===== config.mk =====
export PLATFORM = sky130hd
export DESIGN_NAME = evt_irq_top
export DESIGN_NICKNAME = d
export VERILOG_FILES = /design/src/rtl/evt_irq_pkg.sv /design/src/rtl/evt_irq_status.sv /design/src/rtl/evt_irq_mask.sv /design/src/rtl/evt_irq_out.sv /design/src/rtl/evt_irq_top.sv
export SDC_FILE = /design/constraint.sdc
export NUM_CORES = 1
export LEC_CHECK = 0
export BUFFER_PORTS_ARGS = -buffer_cell sky130_fd_sc_hd__buf_2
export CORE_MARGIN = 1.5
export CORE_UTILIZATION = 50
export CTS_BUF_LIST = sky130_fd_sc_hd__clkbuf_16
export CTS_CLUSTER_SIZE = 20
export DETAILED_ROUTE_END_ITERATION = 12
export PLACE_DENSITY_LB_ADDON = 0.05
export SLEW_MARGIN = 10
export SYNTH_ARGS = -nofsm -noshare
export SYNTH_HDL_FRONTEND = slang
export SYNTH_HIERARCHICAL = 1
export SYNTH_SLANG_ARGS = --single-unit

===== constraint.sdc =====
create_clock -name clk -period 1.2 [get_ports clk]
set_input_delay 0.12 -clock clk [delete_from_list [all_inputs] [get_ports clk]]
set_output_delay 0.12 -clock clk [all_outputs]
set_load 0.01 [all_outputs]

===== src/rtl/evt_irq_pkg.sv =====
package evt_irq_pkg;
   typedef enum logic [1:0] {
      SEL_NONE   = 2'd0,
      SEL_STATUS = 2'd1,
      SEL_SET    = 2'd2,
      SEL_MASK   = 2'd3
   } reg_sel_e;
endpackage


===== src/rtl/evt_irq_status.sv =====
module evt_irq_status #(
   parameter int              DATA_W     = 32,
   parameter logic [DATA_W-1:0] VALID_MASK = '1
) (
   input  logic              clk,
   input  logic              rst_n,
   input  logic [DATA_W-1:0] evt,
   input  logic              clr_we,
   input  logic              set_we,
   input  logic [DATA_W-1:0] wdata,
   output logic [DATA_W-1:0] status
);
   logic [DATA_W-1:0] clr_vec;
   logic [DATA_W-1:0] set_vec;

   assign clr_vec = clr_we ? wdata : '0;
   assign set_vec = set_we ? wdata : '0;

   for (genvar i = 0; i < DATA_W; i++) begin : g_bit
      logic nxt;
      always_comb begin
         nxt = status[i];
         if (clr_vec[i]) nxt = 1'b0;
         if (set_vec[i] || evt[i]) nxt = 1'b1;
      end
      always_ff @(posedge clk or negedge rst_n) begin
         if (!rst_n) status[i] <= 1'b0;
         else        status[i] <= nxt & VALID_MASK[i];
      end
   end


   evt_wins_chk: assert property (@(posedge clk) disable iff (!rst_n)
      1'b1 |=> ((($past(evt) & VALID_MASK) & ~status) == '0));

   set_chk: assert property (@(posedge clk) disable iff (!rst_n)
      set_we |=> ((($past(wdata) & VALID_MASK) & ~status) == '0));

   clear_chk: assert property (@(posedge clk) disable iff (!rst_n)
      clr_we |=> ((($past(wdata) & ~$past(evt)) & status) == '0));

   hold_chk: assert property (@(posedge clk) disable iff (!rst_n)
      !clr_we |=> (($past(status) & ~status) == '0));
endmodule


===== src/rtl/evt_irq_mask.sv =====
module evt_irq_mask #(
   parameter int                DATA_W    = 32,
   parameter logic [DATA_W-1:0] RESET_VAL = '1
) (
   input  logic              clk,
   input  logic              rst_n,
   input  logic              we,
   input  logic [DATA_W-1:0] wdata,
   output logic [DATA_W-1:0] mask
);
   always_ff @(posedge clk or negedge rst_n) begin
      if (!rst_n)  mask <= RESET_VAL;
      else if (we) mask <= wdata;
   end


   mask_hold_chk: assert property (@(posedge clk) disable iff (!rst_n)
      !we |=> $stable(mask));

   mask_load_chk: assert property (@(posedge clk) disable iff (!rst_n)
      we |=> (mask == $past(wdata)));
endmodule


===== src/rtl/evt_irq_out.sv =====
module evt_irq_out #(
   parameter int DATA_W  = 32,
   parameter bit IRQ_REG = 1'b1
) (
   input  logic              clk,
   input  logic              rst_n,
   input  logic [DATA_W-1:0] status,
   input  logic [DATA_W-1:0] mask,
   output logic              irq
);
   logic pend;
   assign pend = |(status & ~mask);

   if (IRQ_REG) begin : g_reg
      always_ff @(posedge clk or negedge rst_n) begin
         if (!rst_n) irq <= 1'b0;
         else        irq <= pend;
      end

      irq_src_chk: assert property (@(posedge clk) disable iff (!rst_n)
         irq |-> $past(|(status & ~mask)));
   end else begin : g_comb
      assign irq = pend;
   end
endmodule


===== src/rtl/evt_irq_top.sv =====
module evt_irq_top
   import evt_irq_pkg::*;
#(
   parameter int                DATA_W     = 32,
   parameter int                ADDR_W     = 8,
   parameter logic [ADDR_W-1:0] OFS_STATUS = 'h40,
   parameter logic [ADDR_W-1:0] OFS_SET    = 'h44,
   parameter logic [ADDR_W-1:0] OFS_MASK   = 'h48,
   parameter logic [DATA_W-1:0] VALID_BITS = 32'hFB7F_FFFF,
   parameter logic [DATA_W-1:0] MASK_RST   = '1,
   parameter bit                IRQ_REG    = 1'b1
) (
   input  logic              clk,
   input  logic              rst_n,
   input  logic              bus_en,
   input  logic              bus_we,
   input  logic [ADDR_W-1:0] bus_addr,
   input  logic [DATA_W-1:0] bus_wdata,
   output logic [DATA_W-1:0] bus_rdata,
   input  logic [DATA_W-1:0] hw_evt,
   output logic              irq
);
   if (DATA_W < 1 || ADDR_W < 1) begin : g_bad_width
      $error("evt_irq_top: widths must be positive");
   end
   if (OFS_STATUS == OFS_SET || OFS_STATUS == OFS_MASK || OFS_SET == OFS_MASK) begin : g_bad_ofs
      $error("evt_irq_top: register offsets must differ");
   end

   reg_sel_e          sel;
   logic [DATA_W-1:0] status;
   logic [DATA_W-1:0] mask;
   logic              wr, rd;

   assign wr = bus_en & bus_we;
   assign rd = bus_en & ~bus_we;

   always_comb begin
      if      (bus_addr == OFS_STATUS) sel = SEL_STATUS;
      else if (bus_addr == OFS_SET)    sel = SEL_SET;
      else if (bus_addr == OFS_MASK)   sel = SEL_MASK;
      else                             sel = SEL_NONE;
   end

   evt_irq_status #(.DATA_W(DATA_W), .VALID_MASK(VALID_BITS)) u_status (
      .clk    (clk),
      .rst_n  (rst_n),
      .evt    (hw_evt),
      .clr_we (wr && sel == SEL_STATUS),
      .set_we (wr && sel == SEL_SET),
      .wdata  (bus_wdata),
      .status (status)
   );

   evt_irq_mask #(.DATA_W(DATA_W), .RESET_VAL(MASK_RST)) u_mask (
      .clk   (clk),
      .rst_n (rst_n),
      .we    (wr && sel == SEL_MASK),
      .wdata (bus_wdata),
      .mask  (mask)
   );

   evt_irq_out #(.DATA_W(DATA_W), .IRQ_REG(IRQ_REG)) u_out (
      .clk    (clk),
      .rst_n  (rst_n),
      .status (status),
      .mask   (mask),
      .irq    (irq)
   );

   always_ff @(posedge clk or negedge rst_n) begin
      if (!rst_n) bus_rdata <= '0;
      else if (rd) begin
         case (sel)
            SEL_STATUS: bus_rdata <= status;
            SEL_MASK:   bus_rdata <= mask;
            default:    bus_rdata <= '0;
         endcase
      end
   end


   reserved_rd_chk: assert property (@(posedge clk) disable iff (!rst_n)
      (rd && bus_addr == OFS_STATUS) |=> ((bus_rdata & ~VALID_BITS) == '0));

   set_rd_zero_chk: assert property (@(posedge clk) disable iff (!rst_n)
      (rd && bus_addr == OFS_SET) |=> (bus_rdata == '0));
endmodule


==> After elaboration in Yosys (flattened, before gate mapping) <==
Cells that the tools add are included.
{ "word_totals": {"regBits": 95, "inputBits": 76, "out_inout_bits": 33, "wordCells": 174} }
{ "classes": {"n_eq_ne": 6, "n_mux": 66, "n_bitwise": 5, "n_reduce_logical": 64} }
{ "ops": {"columns": ["operator", "count"], "rows": [
  ["32-bit two-way mux", 2],
  ["32-bit case mux with 2 select lines", 1],
  ["1-bit two-way mux", 60],
  ["2-bit nonzero test", 30],
  ["32-bit AND", 1],
  ["32-bit NOT", 1],
  ["32-bit OR reduction", 1],
  ["1-bit logical OR", 30],
  ["8-bit by 7-bit equality test with 1-bit output (second input constant)", 3],
  ["2-bit two-way mux", 3],
  ["2-bit equality test (second input constant)", 2],
  ["1-bit logical AND", 3],
  ["1-bit AND", 2],
  ["2-bit by 1-bit equality test with 1-bit output (second input constant)", 1],
  ["1-bit NOT", 1]
]} }

==> Depth between registers and ports, before layout <==
Gate-level depths: netlist (run 1).
{ "logic_depth": {"ltp_word": 9, "depth_mapped": 8} }

==> Hierarchy <==
The synthesis (run 1) kept the hierarchy.
{ "by_module_without_submodules": {"columns": ["mod", "n_inst", "cells_per_inst", "area_per_inst_um2"], "rows": [
  ["evt_irq_top", 1, 153, 1774.2],
  ["evt_irq_mask", 1, 68, 1385.1],
  ["evt_irq_status", 1, 99, 1231.2],
  ["evt_irq_out", 1, 54, 276.5]
]} }

==> Worst setup path after synthesis (run 1) <==
OpenSTA, ideal clock, no wires.
{ "synth_path": {"path_type": "input-to-reg", "from": "input port bus_addr[7]", "to": "register u_status.status[0]", "arrival_ns": 2.282, "required_time_ns": 1.074, "setup_slack_ns": -1.208, "cell_stages": 8, "cell_sequence": "or4b_1 -> or4_1 -> buf_6 -> buf_8 -> nor3_1 -> buf_6 -> nand2_1 -> a221o_1"} }
{ "synth_between": {"elab_chain_len": 9, "word_cells_on_any_way": 15} }
{ "synth_lines": {"columns": ["item", "line", "text"], "rows": [
  ["start: declaration", "evt_irq_top.sv:17", "input logic [ADDR_W-1:0] bus_addr,"],
  ["8-bit by 7-bit equality test with 1-bit output", "evt_irq_top.sv:41", "else if (bus_addr == OFS_MASK) sel = SEL_MASK;"],
  ["2-bit two-way mux", "evt_irq_top.sv:41", null],
  ["2-bit two-way mux", "evt_irq_top.sv:40", "else if (bus_addr == OFS_SET) sel = SEL_SET;"],
  ["2-bit two-way mux (*)", "evt_irq_top.sv:39", "if (bus_addr == OFS_STATUS) sel = SEL_STATUS;"],
  ["2-bit equality test", "evt_irq_top.sv:50", ".set_we (wr && sel == SEL_SET),"],
  ["1-bit logical AND", "evt_irq_top.sv:50", null],
  ["32-bit two-way mux", "evt_irq_status.sv:17", "assign set_vec = set_we ? wdata : '0;"],
  ["1-bit logical OR", "evt_irq_status.sv:24", "if (set_vec[i] || evt[i]) nxt = 1'b1;"],
  ["1-bit two-way mux / 2-bit nonzero test (equally long branches)", null, null],
  ["end signal: indexed assignment", "evt_irq_status.sv:28", "else status[i] <= nxt & VALID_MASK[i];"],
  ["end: declaration", "evt_irq_status.sv:11", "output logic [DATA_W-1:0] status"]
]} }
Every way passes the cells marked *; elsewhere a longest branch is shown, timed or not.
A chain may end at the register's enable or synchronous reset.

==> Final worst setup path (run 1) <==
{ "layout_path": {"from": "input port bus_addr[7]", "to": "register u_mask.mask[19]"} }
{ "layout_between": {"elab_chain_len": 6, "word_cells_on_any_way": 8} }
{ "layout_lines": {"columns": ["item", "line", "text"], "rows": [
  ["8-bit by 7-bit equality test with 1-bit output", "evt_irq_top.sv:41", null],
  ["2-bit two-way mux", "evt_irq_top.sv:41", null],
  ["2-bit two-way mux", "evt_irq_top.sv:40", null],
  ["2-bit two-way mux (*)", "evt_irq_top.sv:39", null],
  ["2-bit equality test (*)", "evt_irq_top.sv:58", ".we (wr && sel == SEL_MASK),"],
  ["1-bit logical AND (*)", "evt_irq_top.sv:58", null],
  ["end signal: assignment", "evt_irq_mask.sv:13", "else if (we) mask <= wdata;"],
  ["end: declaration", "evt_irq_mask.sv:9", "output logic [DATA_W-1:0] mask"]
]} }
Marked as above.

==> results of run 1 <==
==> registers in the layout, indices dropped and copies added, names as in the netlist <==
| register | count |
|---|---|
| u_status/status | 30 |
| u_out/irq | 1 |
| bus_rdata | 32 |
| u_mask/mask | 32 |
==> per-stage QoR <==
stage / power [mW] / hold WS [ps] / instances / area, um2 / util [%]
after floorplan: 3.54 / -176 / 375 / 4680 / -
after global placement: 3.87 / 40.7 / 602 / 5510 / 60.2
after detailed placement: 3.88 / 34.4 / 602 / 5510 / 60.2
after CTS: 6.63 / 0.105 / 650 / 6220 / 67.9
after global routing: 6.83 / 1.78 / 654 / 6370 / 69.6
final: 6.58 / 6.98 / 654 / 6370 / 69.6
==> worst max-delay path, delay by kind of cell <==
family | cells | cell delay [ps]
and+or+nand+nor | 3 | 1070
buffers and inverters | 4 | 570
muxes | 1 | 310
==> path summary, 6_finish.rpt <==
check                                     start            endpoint  cells past startpoint
max in group asynchronous                 rst_n     u_mask/mask[11]                      3
worst min register to register     bus_rdata[5]        bus_rdata[5]                      2
worst max register to register  u_mask/mask[15]           u_out/irq                      4
worst min-delay path                  hw_evt[8]  u_status/status[8]                      2
min in group asynchronous                 rst_n        bus_rdata[5]                      2
worst max-delay path                bus_addr[7]     u_mask/mask[19]                      8
==> logic make-up (layout without fill, tap and decap cells) <==
logic type	after synthesis	in the layout
and+or+nand+nor	77	77
buffers and inverters	59	227
muxes	64	64
DFF	95	95
other	1	2
AOI/OAI and AO/OA	78	78
==> metal layers <==
| metal | wire, um | up-vias | global-route usage [%] |
|---|---|---|---|
| met4 | 134 | 0 | 6.93 |
| met3 | 427 | 11 | 3.72 |
| met2 | 5470 | 84 | 37.8 |
| li1 | - | 1690 | - |
| met5 | 0 | - | 0 |
| met1 | 5520 | 1770 | 33.8 |
==> final cells by class <==
type                       count  area (um2)
multi-input combinational    221        2080
clock inverter                 7        48.8
fill                         705        2790
clock buffer                   9         225
timing repair buffer         179        1340
tap                          111         139
inverter                      32         120
sequential                    95        2420
==> power groups by stage <==
stage | clock network [mW] | logic (mW) | registers (mW)
3_5_place_dp | 0 | 0.536 | 3.34
6_report | 2.67 | 0.629 | 3.29
2_1_floorplan | 0 | 0.203 | 3.34
5_1_grt | 2.85 | 0.684 | 3.29
3_3_place_gp | 0 | 0.530 | 3.34
4_1_cts | 2.72 | 0.623 | 3.29
==> placed cells by master, fill, tap and decap left out, types with 3 or more instances in the layout <==
cell type      synthesis  routed
dlygate4sd3_1          0      28
nand2_2                0      16
nor4_1                 5       3
mux2_4                30      30
a221o_1               30      30
mux2i_1               32      32
inv_1                 32      32
o31ai_4                0       5
buf_4                  2      30
buf_12                 3      10
o31ai_2               28      27
clkinv_4               0       3
buf_2                  3     104
dfrtp_1               63      63
nand2_1               64      48
o22ai_1               16      14
buf_6                  5       4
dfstp_2               32      32
clkbuf_16              0      11
==> timing repair <==
action	in CTS	in global routing
endpoints found under the setup margin	95	95
cloned	1	2
hold buffers	28	0
buffers inserted	3	3
resized for setup	30	17
hold endpoints to repair	85	0
pin swaps	3	7
==> impl_metrics.yaml, run 1 <==
pwr:
  p_comb_share_pct: 9.6
  p_int_mw: 4.98
  power.leakage_nw: 3.05
  swShare_pct: 24.3
  p_sw_mw: 1.60
  power_density_nw_per_um2: 1030
  irDropWorstVdd_mv: 0.720
  clkPwrFrac_pct: 40.5
  seqPwrFrac_pct: 49.9
logic_synthesis:
  synth.area.mux_share_pct: 17.0
  synth_top_area_share_pct: 33.8
  synth_area_leader_cell: "dfrtp_1"
  yosys.area_share.xor_xnor_pct: 0
  synth_cell_type_count: 27
  synth-seq-cells: 95
  syn_inst: 374
  yosys_warnings: 6
  yosys.area_share.simple_pct: 6.84
  synth_area_leaders: "dfrtp_1 (34%), dfstp_2 (18%), mux2_4 (9.7%)"
  syn_area_um2: 4670
  synth_common_cells: "nand2_1 (64), dfrtp_1 (63), dfstp_2 (32), inv_1 (32), mux2i_1 (32)"
  async_reset_ff_share_pct: 100
  synthAdderAreaFrac_pct: 0
  synth.most_common_cell: "nand2_1"
  synthFlopType: "dfrtp_1"
  synth_edf_count: 0
  avgSynthCellArea_um2: 12.5
  synth_compound_area_share_pct: 16.7
  synth_top_family_by_area: "multiplexers"
  ys_seq_area_share_pct: 51.8
status:
  violations: "setup timing"
  status: "complete, but fails checks"
global_route:
  overflow: 0
  antenna_found_initial: 0
  grt_pass1_wl_um: 18200
  track_usage_pct: 23.7
  grt_max_degree: 33
  grt_pass1_vias: 3547
sta:
  min_period_over_period_pct: 152
  setup_viol: 95
  hold_violations: 0
  finalMaxSlewViolations: 0
  rsz0062_at_grt: "yes"
  fmax_mhz: 549
  finClkSkew_ps: 9.83
  fin_ws_ps: -621
  finalCriticalPeriod_ps: 1820
  fin_tns_setup_ps: -44780
drt:
  drt_wl_total_um: 11600
  vias_per_cell: 5.44
  wl_per_cell_um: 17.7
  num_vias: 3555
  dr.first_iter.drc_count: 127
  ant_nets: 0
  drc: 0
  dr.pass1.iters: 4
floorplan:
  chipWidth_um: 99.6
  std_cell_rows: 35
  initial_core_util_pct: 51.0
  die-area_um2: 9920
  coreArea_um2: 9150
  ios: 109
  die_h_um: 99.6
clock_tree:
  cts_max_path_buffers: 2
  clock_latency_ps: 340
  clock_sinks: 95
  cts_buffers: 9
  cts_root_buffer: "clkbuf_16"
  htree_num_levels: 3
  cts_tree: "done"
  cts.clk_slew.worst_paths_ps: 60
place:
  dpl.hpwl_um: 7640
  io_buffers: 106
  dp_slack_ps: -1180
  finalWeightedCongestion: 0.806
setup_path:
  rrSetupSlack_ps: -90
  cpPeakStageDelay_ps: 520
  worstPathCellList: "buf_6 > or4b_4 > or4_4 > buf_4 > nor2_4 > buf_12 > clkbuf_16 > mux2_4"
  critPathKind: "in -> reg"
  cp-end-kind: "register"
  cp.arrival_ps: 2080
  cp-start-kind: "input port"
  crit_path_top_delay_cell: "or4b_4"
  cp.required_ps: 1460
  cp_max_fo: 8
flow_run:
  max_cap_violations: 0
final_layout:
  nets: 614
  area_delta_synth_final_pct: 36.4
  diodes: 0
  drive_gt1_share_pct: 52.9
hold_path:
  hp-class: "in -> reg"
No activity file was read; power rests on OpenSTA's default activity.
==> run 2, diff against run 1 <==
--- a/config.mk
+++ b/config.mk
@@ -7,7 +7,7 @@
 export LEC_CHECK = 0
 export BUFFER_PORTS_ARGS = -buffer_cell sky130_fd_sc_hd__buf_2
 export CORE_MARGIN = 1.5
-export CORE_UTILIZATION = 50
+export CORE_UTILIZATION = 58
 export CTS_BUF_LIST = sky130_fd_sc_hd__clkbuf_16
 export CTS_CLUSTER_SIZE = 20
 export DETAILED_ROUTE_END_ITERATION = 12
==> constraint.sdc (replaced) <==
create_clock -name clk -period 2.4 [get_ports clk]
set_input_delay 0.24 -clock clk [delete_from_list [all_inputs] [get_ports clk]]
set_output_delay 0.24 -clock clk [all_outputs]
set_load 0.01 [all_outputs]
==> run 2 against run 1 <==
Compared with the run above: the flow now finishes without violations; largest power group unchanged; clock-buffer cell count is the same; sequential power shrank 50%; worst setup slack gained 810 ps; largest cell class unchanged; design area shrank 13%; global-route usage grew 1.5 points; clock skew shrank 2.6 ps; die area shrank 13%; critical path type unchanged; cell count shrank 11%; non-clock buffer count shrank 60; wire length shrank 10%.
==> impl_metrics.yaml, run 2 (synthesis results as in run 1) <==
clock_tree:
  htree_num_levels: 3
  clock_sinks: 95
  cts_hold_buf: 1
  cts.clk_slew.worst_paths_ps: 70
  post_cts_buffers: 0
  ctsResizeCount: 0
  clock_latency_ps: 330
  cts_buffers: 9
  cts_max_path_buffers: 2
  cts_tree: "done"
  cts_root_buffer: "clkbuf_16"
setup_path:
  path_depth: 7
  rrSetupSlack_ps: 1060
  worstPathCellList: "buf_2 > or4b_1 > or4_2 > nor3_4 > buf_12 > nand2_1 > a221o_1"
  critPathLaunch: "bus_addr[7]"
  cpPeakStageDelay_ps: 680
  critPathTopFamily: "simple AND/OR/NAND/NOR gates"
  crit-reg2reg-launch: "u_mask/mask[14]"
  cp.arrival_ps: 2420
  reg2reg_to: "u_out/irq"
  cp-endpoint: "u_status/status[22]"
  reg2reg_depth: 3
  cp-start-kind: "input port"
  crit_path_top_delay_cell: "or4_2"
  worst-path-buf-inv: 2
  critPathKind: "in -> reg"
  cp_max_fo: 21
  cp.required_ps: 2610
  cp-end-kind: "register"
sta:
  fin_ws_ps: 191
  tightest_slew_ps: 687
  hold_violations: 0
  min_period_over_period_pct: 92.0
  fin_tns_setup_ps: 0
  finalMaxSlewViolations: 0
  finalCriticalPeriod_ps: 2210
  rsz0062_at_grt: "no"
  setup_viol: 0
  relSlewSlack_pct: 54.2
  fmax_mhz: 453
  finClkSkew_ps: 7.20
pwr:
  irDropWorstVdd_mv: 0.409
  power.leakage_nw: 2.65
  total_power_mw: 3.16
  power_density_nw_per_um2: 570
place:
  dp_slack_ps: -132
  finalWeightedCongestion: 0.814
  dpl.hpwl_um: 7070
  io_buffers: 106
floorplan:
  die_h_um: 92.7
  initial_core_util_pct: 60.1
  die-area_um2: 8590
  coreArea_um2: 7770
  ios: 109
  chipWidth_um: 92.7
  std_cell_rows: 32
drt:
  num_vias: 3294
  dr.first_iter.drc_count: 173
  wl_per_cell_um: 17.7
  vias_per_cell: 5.63
  dr.pass1.iters: 4
  drt_wl_total_um: 10400
  ant_nets: 0
  drc: 0
hold_path:
  min_from: "hw_evt[8]"
  hp-class: "in -> reg"
global_route:
  grt_pass1_vias: 3313
  antenna_found_initial: 0
  grt_pass1_wl_um: 16800
  track_usage_pct: 25.2
  overflow: 0
  grt_max_degree: 55
status:
  status: "completed"
final_layout:
  area_delta_synth_final_pct: 18.8
  drive_gt1_share_pct: 47.2
  layout_top_registers: "bus_rdata x32, u_mask/mask x32, u_status/status x30"
  final_common_cell: "buf_2"
  diodes: 0
  nets: 554
  final_cell_mix: "buf_2 (105), nand2_1 (64), dfrtp_1 (63)"
flow_run:
  max_cap_violations: 0
-- run 2: cell types whose count changed in the layout (fill, tap and decap cells not counted), sizes merged --
| cell | delta |
|---|---|
| inv | +1 |
| clkinvlp | +2 |
| buf | -31 |
| clkbuf | -2 |
| clkinv | -3 |
| dlygate4sd3 | -27 |
-- run 2: final cells by class --
class | count | area [um2]
sequential | 95 | 2420
fill | 596 | 2220
multi-input combinational | 221 | 1930
timing repair buffer | 119 | 683
clock buffer | 9 | 225
tap | 102 | 128
inverter | 32 | 120
clock inverter | 7 | 40.0
-- run 2: worst reg2reg max path, cell delays in order (launching register included) --
cell and delay (ps):
dfstp_2 550, o22ai_1 110, nor4_1 390, nand4_1 150
-- run 2: how the worst min path moves through the flow --
stage                               end  cells past startpoint  slack [ps]
global placement     u_status/status[7]                      1         330
CTS                 u_status/status[12]                      2         100
detailed placement        bus_rdata[21]                      1         320
floorplan                  bus_rdata[0]                      0         -60
finish               u_status/status[8]                      2         110
global route        u_status/status[25]                      2         100
-- run 2: per-stage QoR --
step | hold slack, ps | util, % | area [um2] | cells
after floorplan | -55.6 | - | 4680 | 375
after global placement | 325 | 67.8 | 5270 | 568
after detailed placement | 323 | 67.8 | 5270 | 568
after CTS | 95.8 | 71.4 | 5540 | 585
after global routing | 102 | 71.4 | 5540 | 585
final | 106 | 71.4 | 5540 | 585
-- run 2: where the power goes --
group          internal (mW)  switching [mW]
Clock                  0.694           0.591
Sequential              1.63          0.0138
Combinational         0.0981           0.132
Total                   2.42           0.737
-- run 2: per-layer routing --
metal | GRT usage (%) | vias up | part of all wire, %
met4 | 5.43 | 0 | 0.58
met2 | 40.7 | 100 | 48
li1 | - | 1552 | -
met3 | 5.50 | 4 | 5.1
met1 | 35.2 | 1638 | 46
met5 | 0 | - | 0
==> run 3, diff against run 2 <==
--- a/config.mk
+++ b/config.mk
@@ -6,6 +6,7 @@
 export NUM_CORES = 1
 export LEC_CHECK = 0
 export BUFFER_PORTS_ARGS = -buffer_cell sky130_fd_sc_hd__buf_2
+export CORE_ASPECT_RATIO = 2
 export CORE_MARGIN = 1.5
 export CORE_UTILIZATION = 58
 export CTS_BUF_LIST = sky130_fd_sc_hd__clkbuf_16
==> run 3 against run 2 <==
Compared with the run above: critical path type unchanged; register-to-register slack gained 30 ps; worst hold slack lost 16 ps; worst setup slack gained 36 ps; largest cell class unchanged; highest routed layer unchanged; critical path depth is the same; combinational power grew 3%; non-clock buffer count grew 3.
==> impl_metrics.yaml, run 3 (synthesis results as in run 1) <==
floorplan:
  die_h_um: 130
  std_cell_rows: 46
  coreArea_um2: 7890
  die-area_um2: 8630
  chipWidth_um: 66.4
  initial_core_util_pct: 59.2
  ios: 109
global_route:
  grt_pass1_vias: 3485
  grt_max_degree: 51
  antenna_found_initial: 0
  grt_pass1_wl_um: 17800
  overflow: 0
  track_usage_pct: 28.0
setup_path:
  critPathKind: "in -> reg"
  path_depth: 7
  crit_path_top_delay_cell: "or4_2"
  cp.required_ps: 2620
  critPathTopFamily: "simple AND/OR/NAND/NOR gates"
  cp.arrival_ps: 2390
  worstPathCellList: "buf_2 > or4b_1 > or4_2 > nor3_4 > buf_12 > nand2_1 > a221o_1"
  worst-path-buf-inv: 2
  reg2reg_depth: 3
  cp_max_fo: 22
  cpPeakStageDelay_ps: 660
  cp-start-kind: "input port"
  cp-end-kind: "register"
drt:
  vias_per_cell: 5.72
  wl_per_cell_um: 19.3
  ant_nets: 0
  num_vias: 3331
  drt_wl_total_um: 11200
  dr.first_iter.drc_count: 193
  dr.pass1.iters: 6
  drc: 0
clock_tree:
  clock_latency_ps: 340
  cts_tree: "done"
  cts_root_buffer: "clkbuf_16"
  post_cts_buffers: 0
  cts_max_path_buffers: 2
  cts.clk_slew.worst_paths_ps: 60
  clock_sinks: 95
  cts_buffers: 9
  htree_num_levels: 3
pwr:
  power_density_nw_per_um2: 587
  power.leakage_nw: 2.68
  irDropWorstVdd_mv: 0.406
sta:
  relSlewSlack_pct: 57.3
  tightest_slew_ps: 641
  finalMaxSlewViolations: 0
  setup_viol: 0
  fin_tns_setup_ps: 0
  timing.hold.ws_ps: 90.4
  min_period_over_period_pct: 90.5
  hold_violations: 0
  finalCriticalPeriod_ps: 2170
  fmax_mhz: 460
  rsz0062_at_grt: "no"
  fin_ws_ps: 227
  finClkSkew_ps: 4.45
final_layout:
  ff_latch_area_um2: 2420
  final_cell_mix: "buf_2 (105), nand2_1 (64), dfrtp_1 (63)"
  layout_top_registers: "bus_rdata x32, u_mask/mask x32, u_status/status x30"
  drive_gt1_share_pct: 47.5
  nets: 557
  fill_cells: 573
  diodes: 0
  multi_input_area_um2: 1930
  final_common_cell: "buf_2"
  final_util_pct: 70.5
  area_delta_synth_final_pct: 19.2
hold_path:
  hp-class: "in -> reg"
  min_path_cells: 2
place:
  finalWeightedCongestion: 0.849
  dpl.hpwl_um: 7960
  dp_slack_ps: -134
  io_buffers: 106
flow_run:
  max_cap_violations: 0
status:
  status: "completed"
[run 3: worst paths after layout]
check                          startpoint                  end  slack, ps
min                            hw_evt[16]  u_status/status[16]         90
min in group asynchronous           rst_n  u_status/status[22]        450
min reg2reg                 bus_rdata[26]        bus_rdata[26]        470
max                           bus_addr[7]   u_status/status[3]        230
max in group asynchronous           rst_n      u_mask/mask[28]       1190
max reg2reg                u_mask/mask[4]            u_out/irq       1090
[run 3: power by group]
part	switching, mW	internal [mW]
Clock	0.590	0.791
Combinational	0.138	0.100
Sequential	0.0145	1.63
[run 3: through the flow]
step	area, um2	instances	total power [mW]
floorplan	4680	375	1.77
global placement	5270	565	1.91
detailed placement	5270	565	1.91
CTS	5560	582	3.29
global route	5560	582	3.36
finish	5560	582	3.27
[run 3: layer usage]
| metal | share of wire (%) | track usage [%] | up-vias |
|---|---|---|---|
| met5 | 0 | 0 | - |
| met4 | 2.9 | 12.5 | 0 |
| met3 | 4.4 | 4.31 | 24 |
| met2 | 53 | 47.7 | 104 |
| met1 | 40 | 34.6 | 1638 |
| li1 | - | - | 1565 |
[run 3: timing repair]
action | in CTS | in global routing
hold buffers | 1 | 0
hold endpoints to repair | 31 | 0
resized for setup | 0 | 0
[run 3: cell type report]
class	instances	share of cell area, %
Sequential cell	95	43.5
Multi-Input combinational cell	221	34.7
Timing Repair Buffer	122	12.5
Clock buffer	9	4.05
Inverter	32	2.16
Tap cell	96	2.16
Clock inverter	7	1.01
